<file path="src/rtl/dio_port_pkg.sv">
package dio_port_pkg;
  localparam int unsigned LINES = 8;
  localparam int unsigned GRP   = 4;
  localparam int unsigned NGRP  = LINES / GRP;
  localparam int unsigned RW    = 16;
  localparam int unsigned AW    = 2;
  localparam int unsigned B_EVT = 8;

  localparam logic [AW-1:0] A_CTRL = 2'd0;
  localparam logic [AW-1:0] A_STAT = 2'd1;
  localparam logic [AW-1:0] A_IEN  = 2'd2;

  // control layout: out[7:0], upol[8], spare[9], dir[11:10], lpol[15:12]
  typedef struct packed {
    logic [GRP-1:0]   lpol;
    logic [NGRP-1:0]  dir;
    logic             spare;
    logic             upol;
    logic [LINES-1:0] out;
  } ctrl_t;
endpackage

</file>
<file path="src/rtl/dio_sync.sv">
module dio_sync #(
  parameter int unsigned W      = 8,
  parameter int unsigned STAGES = 2
) (
  input  logic         clk_i,
  input  logic         rst_ni,
  input  logic [W-1:0] d_i,
  output logic [W-1:0] q_o
);
  logic [STAGES-1:0][W-1:0] stg_q;

  always_ff @(posedge clk_i or negedge rst_ni) begin
    if (!rst_ni) begin
      stg_q <= '0;
    end else begin
      stg_q[0] <= d_i;
      for (int s = 1; s < STAGES; s++) stg_q[s] <= stg_q[s-1];
    end
  end

  assign q_o = stg_q[STAGES-1];
endmodule

</file>
<file path="src/rtl/dio_edge.sv">
module dio_edge #(
  parameter int unsigned W      = 8,
  parameter int unsigned SETTLE = 3
) (
  input  logic         clk_i,
  input  logic         rst_ni,
  input  logic [W-1:0] lvl_i,
  input  logic [W-1:0] fall_i,
  output logic [W-1:0] evt_o
);
  localparam int unsigned CW = $clog2(SETTLE + 1);

  logic [W-1:0]  prev_q;
  logic [W-1:0]  evt_raw;
  logic [CW-1:0] cnt_q;
  logic          armed;

  // mask the level present at reset release until prev holds a real sample
  assign armed = (cnt_q == CW'(SETTLE));

  always_ff @(posedge clk_i or negedge rst_ni) begin
    if (!rst_ni) begin
      prev_q <= '0;
      cnt_q  <= '0;
    end else begin
      prev_q <= lvl_i;
      if (!armed) cnt_q <= cnt_q + 1'b1;
    end
  end

  for (genvar i = 0; i < W; i++) begin : g_line
    assign evt_raw[i] = fall_i[i] ? (prev_q[i] & ~lvl_i[i])
                                  : (~prev_q[i] & lvl_i[i]);
  end

  assign evt_o = armed ? evt_raw : '0;
endmodule

</file>
<file path="src/rtl/dio_irq.sv">
module dio_irq #(
  parameter int unsigned W = 8
) (
  input  logic         clk_i,
  input  logic         rst_ni,
  input  logic [W-1:0] evt_i,
  input  logic [W-1:0] clr_i,
  input  logic [W-1:0] en_i,
  output logic [W-1:0] status_o,
  output logic         irq_o
);
  logic [W-1:0] status_q;

  // new event beats a same-cycle clear
  always_ff @(posedge clk_i or negedge rst_ni) begin
    if (!rst_ni) status_q <= '0;
    else         status_q <= (status_q & ~clr_i) | evt_i;
  end

  assign status_o = status_q;
  assign irq_o    = |(status_q & en_i);
endmodule

</file>
<file path="src/rtl/dio_port.sv">
module dio_port
  import dio_port_pkg::*;
#(
  parameter int unsigned SYNC_STAGES = 2
) (
  input  logic          clk_i,
  input  logic          rst_ni,
  input  logic          reg_we_i,
  input  logic [AW-1:0] reg_addr_i,
  input  logic [RW-1:0] reg_wdata_i,
  output logic [RW-1:0] reg_rdata_o,
  input  logic [LINES-1:0] pad_i,
  output logic [LINES-1:0] pad_o,
  output logic [LINES-1:0] pad_oe_o,
  output logic          irq_o
);
  ctrl_t            ctrl_q;
  ctrl_t            ctrl_wr;
  logic [LINES-1:0] en_q;
  logic [LINES-1:0] sync_lvl;
  logic [LINES-1:0] fall_sel;
  logic [LINES-1:0] evt;
  logic [LINES-1:0] clr;
  logic [LINES-1:0] status;
  logic [LINES-1:0] lvl_rd;
  logic [RW-1:0]    stat_full;
  logic [RW-1:0]    en_full;

  always_comb begin
    ctrl_wr       = ctrl_t'(reg_wdata_i);
    ctrl_wr.spare = 1'b0;
  end

  always_ff @(posedge clk_i or negedge rst_ni) begin
    if (!rst_ni) begin
      ctrl_q <= '0;
      en_q   <= '0;
    end else if (reg_we_i) begin
      if (reg_addr_i == A_CTRL) ctrl_q <= ctrl_wr;
      if (reg_addr_i == A_IEN)  en_q   <= reg_wdata_i[B_EVT +: LINES];
    end
  end

  assign clr = (reg_we_i && reg_addr_i == A_STAT) ? reg_wdata_i[B_EVT +: LINES] : '0;

  for (genvar g = 0; g < NGRP; g++) begin : g_grp
    assign pad_oe_o[g*GRP +: GRP] = {GRP{ctrl_q.dir[g]}};
  end

  for (genvar i = 0; i < LINES; i++) begin : g_pol
    if (i < GRP) begin : g_own
      assign fall_sel[i] = ctrl_q.lpol[i];
    end else begin : g_shared
      assign fall_sel[i] = ctrl_q.upol;
    end
  end

  assign pad_o = ctrl_q.out;

  dio_sync #(.W(LINES), .STAGES(SYNC_STAGES)) u_sync (
    .clk_i (clk_i),
    .rst_ni(rst_ni),
    .d_i   (pad_i),
    .q_o   (sync_lvl)
  );

  dio_edge #(.W(LINES), .SETTLE(SYNC_STAGES + 1)) u_edge (
    .clk_i (clk_i),
    .rst_ni(rst_ni),
    .lvl_i (sync_lvl),
    .fall_i(fall_sel),
    .evt_o (evt)
  );

  dio_irq #(.W(LINES)) u_irq (
    .clk_i   (clk_i),
    .rst_ni  (rst_ni),
    .evt_i   (evt),
    .clr_i   (clr),
    .en_i    (en_q),
    .status_o(status),
    .irq_o   (irq_o)
  );

  assign lvl_rd = (pad_oe_o & ctrl_q.out) | (~pad_oe_o & sync_lvl);

  always_comb begin
    stat_full = '0;
    stat_full[B_EVT +: LINES] = status;
    en_full = '0;
    en_full[B_EVT +: LINES] = en_q;
  end

  always_comb begin
    unique case (reg_addr_i)
      A_CTRL:  reg_rdata_o = {ctrl_q.lpol, ctrl_q.dir, 1'b0, ctrl_q.upol, lvl_rd};
      A_STAT:  reg_rdata_o = stat_full;
      A_IEN:   reg_rdata_o = en_full;
      default: reg_rdata_o = '0;
    endcase
  end
endmodule

</file>
<file path="config.mk">
export PLATFORM = sky130hd
export DESIGN_NAME = dio_port
export DESIGN_NICKNAME = d
export VERILOG_FILES = /design/src/rtl/dio_port_pkg.sv /design/src/rtl/dio_sync.sv /design/src/rtl/dio_edge.sv /design/src/rtl/dio_irq.sv /design/src/rtl/dio_port.sv
export SDC_FILE = /design/constraint.sdc
export NUM_CORES = 1
export LEC_CHECK = 0
export ABC_CLOCK_PERIOD_IN_PS = 1670
export BUFFER_PORTS_ARGS = -buffer_cell sky130_fd_sc_hd__buf_4
export CAP_MARGIN = 40
export CORE_UTILIZATION = 53
export CTS_CLUSTER_SIZE = 28
export DETAILED_ROUTE_END_ITERATION = 16
export PLACE_DENSITY = 0.79
export RECOVER_POWER = 50
export SETUP_SLACK_MARGIN = 0.05
export SYNTH_ARGS = -nofsm -noshare
export SYNTH_HDL_FRONTEND = slang
export SYNTH_HIERARCHICAL = 1
export SYNTH_SLANG_ARGS = --single-unit
</file>
<file path="constraint.sdc">
create_clock -name clk_i -period 1.67 [get_ports clk_i]
set_input_delay 0.334 -clock clk_i [delete_from_list [all_inputs] [get_ports clk_i]]
set_output_delay 0.334 -clock clk_i [all_outputs]
set_load 0.02 [all_outputs]
</file>
Word-level counts from Yosys, hierarchy flattened
Index checks and enable logic that the tools add are counted.
{"block": "word_totals", "in_bits": 29, "out_inout_bits": 33, "reg_bits": 57, "wordCells": 70}
{"block": "classes", "eq_ne": 3, "addsub": 1, "mux": 11, "reduce_logical": 5, "bitwise_logic": 40}
{"op": "case mux 16 bit (3 select lines)", "n": 1}
{"op": "bitwise AND 8 bit", "n": 4}
{"op": "bitwise AND 1 bit", "n": 16}
{"op": "two-way mux 8 bit", "n": 2}
{"op": "NOT 1 bit", "n": 16}
{"op": "NOT 8 bit", "n": 2}
{"op": "bitwise OR 8 bit", "n": 2}
{"op": "two-way mux 1 bit", "n": 8}
{"op": "OR reduction 8 bit", "n": 1}
{"op": "== test 2 bit, second input constant", "n": 2}
{"op": "AND reduction 2 bit", "n": 2}
{"op": "adder 2 x 1 -> 2 bit, second input constant", "n": 1}
{"op": "== test 2 x 1 -> 1 bit, second input constant", "n": 1}
{"op": "zero test 2 bit", "n": 1}
{"op": "logical AND 1 bit", "n": 1}

Longest topological paths before layout
{"block": "logic_depth", "word_depth": 6, "mapped_depth": 5, "mapped_depth_nobuf": 4}

Modules after synthesis
The synthesis kept the hierarchy.
{"module": "dio_port", "cells_per_inst": 113, "instances": 1, "seq_area_each_um2": 575.6, "area_per_inst_um2": 1365.1}
{"module": "dio_edge", "cells_per_inst": 38, "instances": 1, "seq_area_each_um2": 250.2, "area_per_inst_um2": 488.0}
{"module": "dio_sync", "cells_per_inst": 24, "instances": 1, "seq_area_each_um2": 400.4, "area_per_inst_um2": 460.4}
{"module": "dio_irq", "cells_per_inst": 29, "instances": 1, "seq_area_each_um2": 200.2, "area_per_inst_um2": 327.8}

Least setup slack after synthesis
OpenSTA, ideal clock, no wires.
{"block": "synth_path", "path_type": "input to output", "startpoint": "input port reg_addr_i[1]", "endpoint": "output port reg_rdata_o[0]", "cell_stages": 4, "arrival_ns": 1.247, "path_slack_ns": 0.089, "required_ns": 1.336, "path_buffers": 2, "cell_sequence": "buf_4 or2_2 clkbuf_1 nor2_1"}
{"block": "synth_between", "elab_chain_cells": 2, "elab_cells_between_ends": 4, "cone_classes": "eq/ne (2); mux (1); reduce/logical (1)"}
{"item": "start, declared", "line_no": "dio_port.sv:9", "text": "input logic [AW-1:0] reg_addr_i,"}
{"item": "== test 2 bit (tied with other cells)", "line_no": "dio_port.sv:95", "text": "unique case (reg_addr_i)"}
{"item": "case mux 16 bit (3 select lines) (*)", "line_no": "dio_port.sv:95"}
{"item": "end, declared", "line_no": "dio_port.sv:11", "text": "output logic [RW-1:0] reg_rdata_o,"}
Every way passes the cells marked *; elsewhere a longest branch is shown, timed or not.

Worst setup path after layout
{"block": "layout_path", "startpoint": "register ctrl_q, in the netlist pad_oe_o[4]", "endpoint": "output port reg_rdata_o[7]"}
{"block": "layout_between", "elab_chain_cells": 4, "elab_cells_between_ends": 5, "cone_classes": "mux (1); bitwise (4)"}
{"item": "start, declared", "line_no": "dio_port.sv:17", "text": "ctrl_t ctrl_q;"}
{"item": "start signal, assigned", "line_no": "dio_port.sv:39", "text": "if (reg_addr_i == A_CTRL) ctrl_q <= ctrl_wr;"}
{"item": "NOT 8 bit", "line_no": "dio_port.sv:85", "text": "assign lvl_rd = (pad_oe_o & ctrl_q.out) | (~pad_oe_o & sync_lvl);"}
{"item": "bitwise AND 8 bit", "line_no": "dio_port.sv:85"}
{"item": "bitwise OR 8 bit (*)", "line_no": "dio_port.sv:85"}
{"item": "case mux 16 bit (3 select lines) (*)", "line_no": "dio_port.sv:95"}
Marked as above.

==> metrics.yaml <==
sta:
  relSlewSlack_pct: 50.51
  rsz0062_at_grt: "true"
  fmax_ghz: 0.6218
  fin_setup_tns_ns: 0
  maxSlewViolCount: 0
  fin_skew_ns: 0.006551
  finalSetupViolations: 0
  holdWs_ns: 0.1331
  fin_crit_ns: 1.608
  final-hold-violation-count: 0
  post-route-period-util_pct: 96.30
  tightest_slew_ns: 0.7423
grt:
  antenna_found_initial: 0
  grt_pass1_wl_mm: 8.245
  grt_max_degree: 58
  grt_usage_pct: 21.84
  overflow: 0
  grt_pass1_vias: 1710
cts:
  clockBufferDepth: 2
  cts_tree: "done"
  htree_levels: 3
  clock_latency_ns: 0.33
  cts.sinks: 57
  numCtsBuffers: 9
  cts.root.buffer_cell: "clkbuf_8"
  clkTransAtPathRegs_ns: 0.06
finish:
  final_common_cell: "buf_4"
  n_antenna_cell: 0
  nNetsFinal: 283
  multi_input_area_um2: 944.7
  fin_util_pct: 67.16
  area_growth_pct: 20.89
  register_area_mm2: 0.001430
  drive_gt1_share_pct: 47.47
  final_cell_mix: "59 x buf_4, 54 x dfrtp_1, 23 x mux2_2"
  fill_cells: 377
setup_path:
  crit_chain: "mux2i_1 -> nor2_1 -> buf_4"
  rr_worst_depth: 2
  critical_path_required_ns: 1.34
  arrival_ns: 1.27
  worstSetupEndpointType: "output pin"
  regToRegEndpoint: "u_edge/cnt_q[1]$_DFFE_PN0N_"
  path_depth: 3
  criticalPathCategory: "flip-flop to output pin"
  cp_top_family: "flip-flops"
  path_max_fanout: 7
  path_buf_inv: 1
  crit_path_start: "pad_oe_o[4]$_DFFE_PN0P_"
  critical_path.max_stage_delay_ns: 0.49
  rr_startpoint: "u_edge/cnt_q[0]$_DFFE_PN0N_"
  start_kind: "flip-flop"
  cpMaxStageDelayCell: "dfrtp_2"
  reg2reg_slack_ns: 0.25
routing:
  wl_met3_um: 215
  wire_per_inst_um: 14.92
  drc_errors: 0
  wl_met2_mm: 2.323
  wl_mm: 4.834
  dr_total_vias: 1680
  dr.pass1.iters: 4
  met1_length_mm: 2.194
  ant_nets: 0
  viasPerCell: 5.185
  highest_layer: "met4"
  drt_iter0_markers: 80
outcome:
  status: "completed"
hold_path:
  hold_end: "u_sync/stg_q[4]$_DFF_PN0_"
  hold_class: "input port to flip-flop"
  min_path_cells: 1
  hold_path.startpoint: "pad_i[4]"
flow_run:
  drv.max_cap_violation_count: 0
floorplan:
  dieHeight_um: 72.60
  rows: 25
  core-area_mm2: 0.004755
  die_w_um: 72.60
  die_area_mm2: 0.005270
  pin_count: 62
  start_util_pct: 55.55
pwr:
  vdd_drop_max_v: 0.0006420
  power_density_mw_per_mm2: 1152
  finalPower_mw: 3.679
  static-leakage-power_nw: 1.496
logic_synthesis:
  ys_ff_latch: 57
  synth_compound_area_share_pct: 6.111
  synth_mux_area_share_pct: 16.06
  synth-simple-area-share_pct: 12.60
  synth_area_mm2: 0.002641
  yosys_warnings: 6
  synthAdderAreaFrac_pct: 0.4737
  yosysSeqAreaShare_pct: 54.00
  yosysUniqueCellTypes: 28
  syn_nets: 234
  syn_avg_cell_area_um2: 12.95
  synth_top_family_by_area: "multiplexers"
  syn_inst: 204
  synth_xor_area_share_pct: 0.3316
placed_design:
  gp_congestion: 0.8179
  placement.io_buffers: 61
  dpl.hpwl_mm: 3.366
cells in the mapped netlist, drive strengths merged:
master	n	area (um^2)
nor2b	1	6.260
nand4bb	8	90.09
xnor2	1	8.760
a21o	8	61.31
or2	1	6.260
o2bb2ai	8	70.07
ha	1	12.51
nor2	8	30.03
and3	8	60.06
dfrtp	57	1426
mux2	24	274.0
nand2	9	33.78
nand3b	1	11.26
clkbuf	2	17.51
inv	8	30.03
nor3b	1	18.77
a22oi	4	30.03
nand4	1	6.260
mux2i	15	150.1
nand4b	8	70.07
buf	30	227.7
logic make-up after synthesis:
| logic type | count (synthesis) |
|---|---|
| compound gates | 20 |
| xor+xnor | 1 |
| fa+ha+maj | 1 |
| buf+inv | 40 |
| flops | 57 |
| mux | 39 |
| simple gates | 46 |
cell type report:
class                   instances  area share [%]
clock buffers                  11           4.114
clock inverters                 4           1.411
inverters                       8          0.9404
multi-input cells             107           29.58
flip-flops and latches         57           44.79
well taps                      67           2.625
repair buffers                 70           16.54
metrics by stage:
step | instances | area (um^2) | worst slack, ns
global placement | 306 | 2995 | 0.1391
floorplan | 204 | 2641 | 0.08934
detailed placement | 306 | 2995 | 0.1008
global route | 324 | 3193 | 0.001090
CTS | 324 | 3201 | 0.03732
finish | 324 | 3193 | 0.06175
how the worst max path moves through the flow:
stage / slack, ns / endpoint
global placement: 0.14 / reg_rdata_o[5]
detailed placement: 0.10 / reg_rdata_o[4]
global route: 0.001 / reg_rdata_o[6]
finish: 0.06 / reg_rdata_o[7]
floorplan: 0.09 / reg_rdata_o[0]
CTS: 0.04 / reg_rdata_o[6]
registers in the layout, indices dropped and copies added (netlist names):
signal	flops
pad_o	8
u_edge/cnt_q	2
u_edge/prev_q	8
ctrl_q	5
pad_oe_o	2
u_sync/stg_q	8
en_q	8
u_irq/status_o	8
u_sync/q_o	8
where the power goes:
group | leakage (nW) | internal [mW] | switching (mW)
Sequential | 0.645 | 1.55 | 0.166
Combinational | 0.758 | 0.425 | 0.375
Clock | 0.0929 | 0.673 | 0.489
Total | 1.50 | 2.65 | 1.03
layer usage:
| layer | global-route usage (%) | vias to the layer above |
|---|---|---|
| li1 | - | 798 |
| met3 | 5.110 | 11 |
| met4 | 12.42 | 0 |
| met1 | 27.67 | 823 |
| met2 | 34.68 | 48 |
| met5 | 0 | - |
repair_timing:
| action | CTS | global route |
|---|---|---|
| resized for setup | 3 | 1 |
| hold buffers | 1 | 0 |
| pin swaps | 0 | 6 |
| gates cloned | 0 | 0 |
| buffers inserted | 2 | 0 |
| setup endpoints to repair | 11 | 11 |
| hold endpoints to repair | 57 | 0 |
(Power assumes the default switching activity.)
